===== config.mk =====
export PLATFORM = sky130hd
export DESIGN_NAME = smbus_timeout_mon
export DESIGN_NICKNAME = d
export VERILOG_FILES = /design/src/rtl/smbus_timeout_mon.sv
export SDC_FILE = /design/constraint.sdc
export NUM_CORES = 1
export LEC_CHECK = 0
export ABC_AREA = 1
export BUFFER_PORTS_ARGS = -buffer_cell sky130_fd_sc_hd__buf_2
export CAP_MARGIN = 20
export CORE_MARGIN = 2
export CORE_UTILIZATION = 30
export CTS_BUF_LIST = sky130_fd_sc_hd__clkbuf_4
export DETAILED_ROUTE_END_ITERATION = 7
export GPL_TIMING_DRIVEN = 1
export HOLD_SLACK_MARGIN = 0.03
export SLEW_MARGIN = 10
export SYNTH_ARGS = -nofsm -noshare
export SYNTH_HDL_FRONTEND = slang
export SYNTH_SLANG_ARGS = --single-unit

===== constraint.sdc =====
create_clock -name clk -period 3.9 [get_ports clk]
set_input_delay 0.39 -clock clk [delete_from_list [all_inputs] [get_ports clk]]
set_output_delay 0.39 -clock clk [all_outputs]
set_load 0.005 [all_outputs]

===== src/rtl/smbus_timeout_mon.sv =====
module smbus_timeout_mon #(
  parameter int TICKS_PER_MS = 1000,
  parameter int TLOW_MS      = 25,
  parameter int SEXT_MS      = 25,
  parameter int MEXT_MS      = 10,
  parameter int IDLE_TICKS   = 50
) (
  input  logic clk,
  input  logic rst_n,
  input  logic en,
  input  logic mode_master,
  input  logic scl_in,
  input  logic sda_in,
  input  logic hold_local,
  input  logic clr,
  output logic err_tlow,
  output logic err_sext,
  output logic err_mext,
  output logic bus_idle,
  output logic start_p,
  output logic stop_p,
  output logic ack_p
);
  localparam int TLOW_EFF = (TLOW_MS < 25) ? 25 : ((TLOW_MS > 35) ? 35 : TLOW_MS);
  localparam int TLOW_T = TLOW_EFF * TICKS_PER_MS;
  localparam int SEXT_T = SEXT_MS * TICKS_PER_MS;
  localparam int MEXT_T = MEXT_MS * TICKS_PER_MS;
  localparam int LW = $clog2(TLOW_T + 1);
  localparam int SW = $clog2(SEXT_T + 2);
  localparam int MW = $clog2(MEXT_T + 2);
  localparam int IW = $clog2(IDLE_TICKS + 1);
  localparam logic [LW-1:0] LOW_MAX  = LW'(TLOW_T);
  localparam logic [LW-1:0] LOW_LAST = LW'(TLOW_T - 1);
  localparam logic [SW-1:0] S_LIM    = SW'(SEXT_T);
  localparam logic [SW-1:0] S_MAX    = SW'(SEXT_T + 1);
  localparam logic [MW-1:0] M_LIM    = MW'(MEXT_T);
  localparam logic [MW-1:0] M_MAX    = MW'(MEXT_T + 1);
  localparam logic [IW-1:0] I_MAX    = IW'(IDLE_TICKS);

  logic scl_s1, scl_s2, scl_q, sda_s1, sda_s2, sda_q;
  logic in_msg;
  logic [3:0]    bitcnt;
  logic [LW-1:0] lowcnt;
  logic [SW-1:0] sacc;
  logic [MW-1:0] macc;
  logic [IW-1:0] idlecnt;

  always_ff @(posedge clk or negedge rst_n)
    if (!rst_n) {scl_s1, scl_s2, scl_q, sda_s1, sda_s2, sda_q} <= '1;
    else begin
      scl_s1 <= scl_in; scl_s2 <= scl_s1; scl_q <= scl_s2;
      sda_s1 <= sda_in; sda_s2 <= sda_s1; sda_q <= sda_s2;
    end

  wire scl_rise = scl_s2 & ~scl_q;
  wire scl_hi   = scl_s2 & scl_q;
  assign start_p = en & scl_hi & sda_q & ~sda_s2;
  assign stop_p  = en & scl_hi & ~sda_q & sda_s2;
  assign ack_p   = en & in_msg & scl_rise & (bitcnt == 4'd8);

  always_ff @(posedge clk or negedge rst_n)
    if (!rst_n) begin
      in_msg <= 1'b0;
      bitcnt <= '0;
    end else if (!en) begin
      in_msg <= 1'b0;
      bitcnt <= '0;
    end else if (start_p) begin
      in_msg <= 1'b1;
      bitcnt <= '0;
    end else if (stop_p) begin
      in_msg <= 1'b0;
    end else if (in_msg && scl_rise) begin
      bitcnt <= (bitcnt == 4'd8) ? 4'd0 : bitcnt + 4'd1;
    end

  wire low_hit = en & ~scl_s2 & (lowcnt == LOW_LAST);
  always_ff @(posedge clk or negedge rst_n)
    if (!rst_n)                 lowcnt <= '0;
    else if (!en || scl_s2)     lowcnt <= '0;
    else if (lowcnt != LOW_MAX) lowcnt <= lowcnt + LW'(1);

  wire s_clr = ~en | mode_master | stop_p | (start_p & ~in_msg);
  wire s_inc = in_msg & hold_local & ~s_clr;
  wire s_hit = s_inc & (sacc == S_LIM);
  always_ff @(posedge clk or negedge rst_n)
    if (!rst_n)                      sacc <= '0;
    else if (s_clr)                  sacc <= '0;
    else if (s_inc && sacc != S_MAX) sacc <= sacc + SW'(1);

  wire m_clr = ~en | ~mode_master | start_p | stop_p | ack_p;
  wire m_inc = in_msg & hold_local & ~m_clr;
  wire m_hit = m_inc & (macc == M_LIM);
  always_ff @(posedge clk or negedge rst_n)
    if (!rst_n)                      macc <= '0;
    else if (m_clr)                  macc <= '0;
    else if (m_inc && macc != M_MAX) macc <= macc + MW'(1);

  wire both_hi = en & scl_s2 & sda_s2;
  always_ff @(posedge clk or negedge rst_n)
    if (!rst_n)                  idlecnt <= '0;
    else if (!both_hi)           idlecnt <= '0;
    else if (idlecnt != I_MAX)   idlecnt <= idlecnt + IW'(1);
  assign bus_idle = both_hi & (idlecnt == I_MAX);

  always_ff @(posedge clk or negedge rst_n)
    if (!rst_n) {err_tlow, err_sext, err_mext} <= '0;
    else begin
      err_tlow <= (err_tlow & ~clr) | low_hit;
      err_sext <= (err_sext & ~clr) | s_hit;
      err_mext <= (err_mext & ~clr) | m_hit;
    end
endmodule


==> results.md <==
* Core area at 12,600 sq um
* Sequential share of the synthesized area at 41.8%
* Required @ worst endpoint at 3.51 ns
* Area occupied by multi-input gates at 1890 sq um
* Max H-tree Level at 3
* Post-DP Area at 4100 sq um
* Hold Crit Class: input port to flop
* Total number of vias at 3,359
* Main synth FF type: dfrtp_1
* Compound-Gate Fraction of Synth Area at 7.02%
* Slowest cell on crit path: dfrtp_1
* HP Start: clr
* P&R area growth vs syn at 10.6%
* CTS Buffer Depth at 2
* Crit path buffers/inverters at 3
* Critical Path Start: bitcnt[0]
* Synthesized-area fraction occupied by adder cells at 3.90%
* Synth Area in XOR/XNOR at 2.28%
* Synthesized area per cell at 7.37 sq um
* CP Data Arrival Time at 1.70 ns
* Most frequent CP cell: inv_1
* First-pass DRT Iterations at 7
* Mapped Cells at 522
* Multiplexer share of the synthesized area at 0%
* Distinct cells, synth at 32
* Maximum vdd ir drop at 0.170 mV
* Final TNS setup at 0 ns
* Simple-Gate Fraction of Synth Area at 35.9%
* Post-DP HPWL at 6050 microns
* Die area at 13,800 sq um
* Leading area contributor after synthesis: dfrtp_1
* Clock Skews at 0.0205 ns
* Final period utilization at 53.6%
* Post-synth ARST share at 100%
* Grt ovf at 0
* Die Width at 117 microns
* Hold WS at 0.232 ns
* Clock root buffer: clkbuf_4
* Leakage at 0.00207 uW
* Max cap viols at 0
* Mapped Nets at 542
* Initial Utilization at 30.6%
* Worst Tran Pin Value at 0.812 ns
* Worst relative slew slack at 45.7%
* # port buffers at 14
* Vias in the first global route at 3,217
* Critical path class: flop to output port
* R2R setup slack at 2.01 ns
* Top post-synthesis cells by area: dfrtp_1 38%, nand2_1 14%, inv_1 7.8%
* R2r startpoint: sda_q
* CP max FO at 4
* Clock Sink Count at 64
* 1st-iter DRT viols at 139
* Post-route cell area at 4260 sq um
* First-pass GRT wire length at 14,400 microns
* Post-synth EDFFs at 0
* IO Pins at 15
* CTS tree: done
* Synth Warn # at 0
* Antenna violations before repair at 0
* Clock insertion delay at the later pin of the skew report at 0.43 ns
* Fill count at 1,330
* CP startpoint kind: flop
* Die H at 117 microns
* FF/Latch Area at 1610 sq um
* Row cnt at 41
* GP Congestion at 0.896
* Worst Setup End Kind: output port
* Pwr Total at 1180 uW
* Cell family with most CP delay: flip-flops
* Post-layout min period at 2.09 ns
* Number of setup violations in the final report at 0
* Wire per inst at 11.4 microns
* Final Max Tran Viols at 0
* Synth Cell Area at 3850 sq um
* GR Util All Layers at 13.2%
* Synth top area share at 37.7%
* Hold Vio Cnt, Final at 0
* Cell Pwr Density at 277 nW/um^2
* DRC at 0
* Outcome: finished, final reports clean
* Final nets at 566
* Ant diodes at 0
* Largest family of logic cells by synthesized area: simple AND/OR/NAND/NOR gates
* Post CTS Setup Buffer Count at 0
* Largest net degree at the start of global routing at 34
* Max incr delay on CP at 0.43 ns
* Synth Register Bits at 64
* Worst-path cell chain: inv_1, ha_1, nand2_1, nor2_1, nand3b_1, inv_1, buf_2
* Clock-pin slew on the worst setup and hold paths at 0.12 ns
* RSZ-0062 raised after global routing: no
* ANT nets after route at 0
* WL final at 8210 microns
* Share of layout cells above drive strength 1 at 10.5%
* CTS buffer count at 9
* Vias per cell at 4.65
* Max frequency at 478 MHz
## cell families (layout without fill, tap and decap cells)
| family | after synthesis | count (layout) |
|---|---|---|
| flops | 64 | 64 |
| xor+xnor | 10 | 10 |
| simple gates | 303 | 303 |
| compound gates | 46 | 46 |
| buf+inv | 87 | 116 |
| fa+ha+maj | 12 | 12 |
## placed cells by master (no fill, tap or decap), types with 6 or more instances in the layout
cell type	count
xor2_1	9
inv_1	80
ha_1	12
dfstp_2	6
a21oi_1	14
clkbuf_4	9
nor3_1	12
buf_2	14
o21ai_0	17
nand3_1	43
nor2_1	61
nand4_1	24
nand2_1	144
dfrtp_1	58
## repair_timing
action,in CTS,in global routing
resized for setup,0,0
hold endpoints to repair,27,0
hold buffers,3,0
## report_power, final
group	switching (uW)	leakage, uW	internal [uW]
clock	254	0.0000684	189
combinational	44.1	0.00113	16.0
sequential	4.35	0.000872	671
total	302	0.00207	876
## cells in the mapped netlist (2+ instances only)
cell type / number
a211oi_1: 2
a21oi_1: 14
a31oi_1: 4
buf_2: 2
buf_6: 3
dfrtp_1: 58
dfstp_2: 6
ha_1: 12
inv_1: 80
inv_2: 2
nand2_1: 144
nand2_2: 5
nand3_1: 43
nand3b_1: 2
nand4_1: 24
nor2_1: 61
nor2_2: 2
nor2_4: 4
nor3_1: 12
o21ai_0: 17
o21ai_2: 5
o21bai_1: 2
xor2_1: 9
## worst min-delay path, delay by kind of cell
family | cells | cell delay [ns]
buffers and inverters | 2 | 0.14
AND/OR/NAND/NOR | 2 | 0.11
## path summary, 6_finish.rpt
kind / endpoint / depth (start not counted)
max reg2reg: sacc[3] / 8
max: ack_p / 7
min reg2reg: sda_s2 / 0
min: err_tlow / 4
min in group asynchronous: idlecnt[5] / 2
max in group asynchronous: sda_q / 3
## cell type report
cell class	instances	share of cell area, %
multi-input cells	371	44.3
flip-flops and latches	64	37.8
inverters	82	7.23
well taps	172	5.05
repair buffers	18	2.53
clock buffers	9	1.59
clock inverters	7	1.47
## state kept, by name (all words and copies together), names as in the netlist
register  cells
idlecnt       6
scl_s2        1
scl_s1        1
sda_q         1
err_mext      1
in_msg        1
sacc         15
bitcnt        4
err_tlow      1
lowcnt       15
err_sext      1
sda_s2        1
macc         14
sda_s1        1
scl_q         1
## metal layers
layer,wire [microns],up-vias,global-route usage [%]
li1,-,1716,-
met4,116,0,4.16
met1,3800,1568,16.0
met5,0,-,0
met3,288,11,2.99
met2,4000,64,23.1
## stage by stage
stage	util, %	instances	worst slack (ns)
after global placement	32.6	704	2.00
final	33.9	723	1.81
after global routing	33.9	723	1.63
after floorplan	-	522	2.49
after CTS	33.9	723	1.76
after detailed placement	32.6	704	1.94
Note: power is estimated with default switching activity, not from simulation.
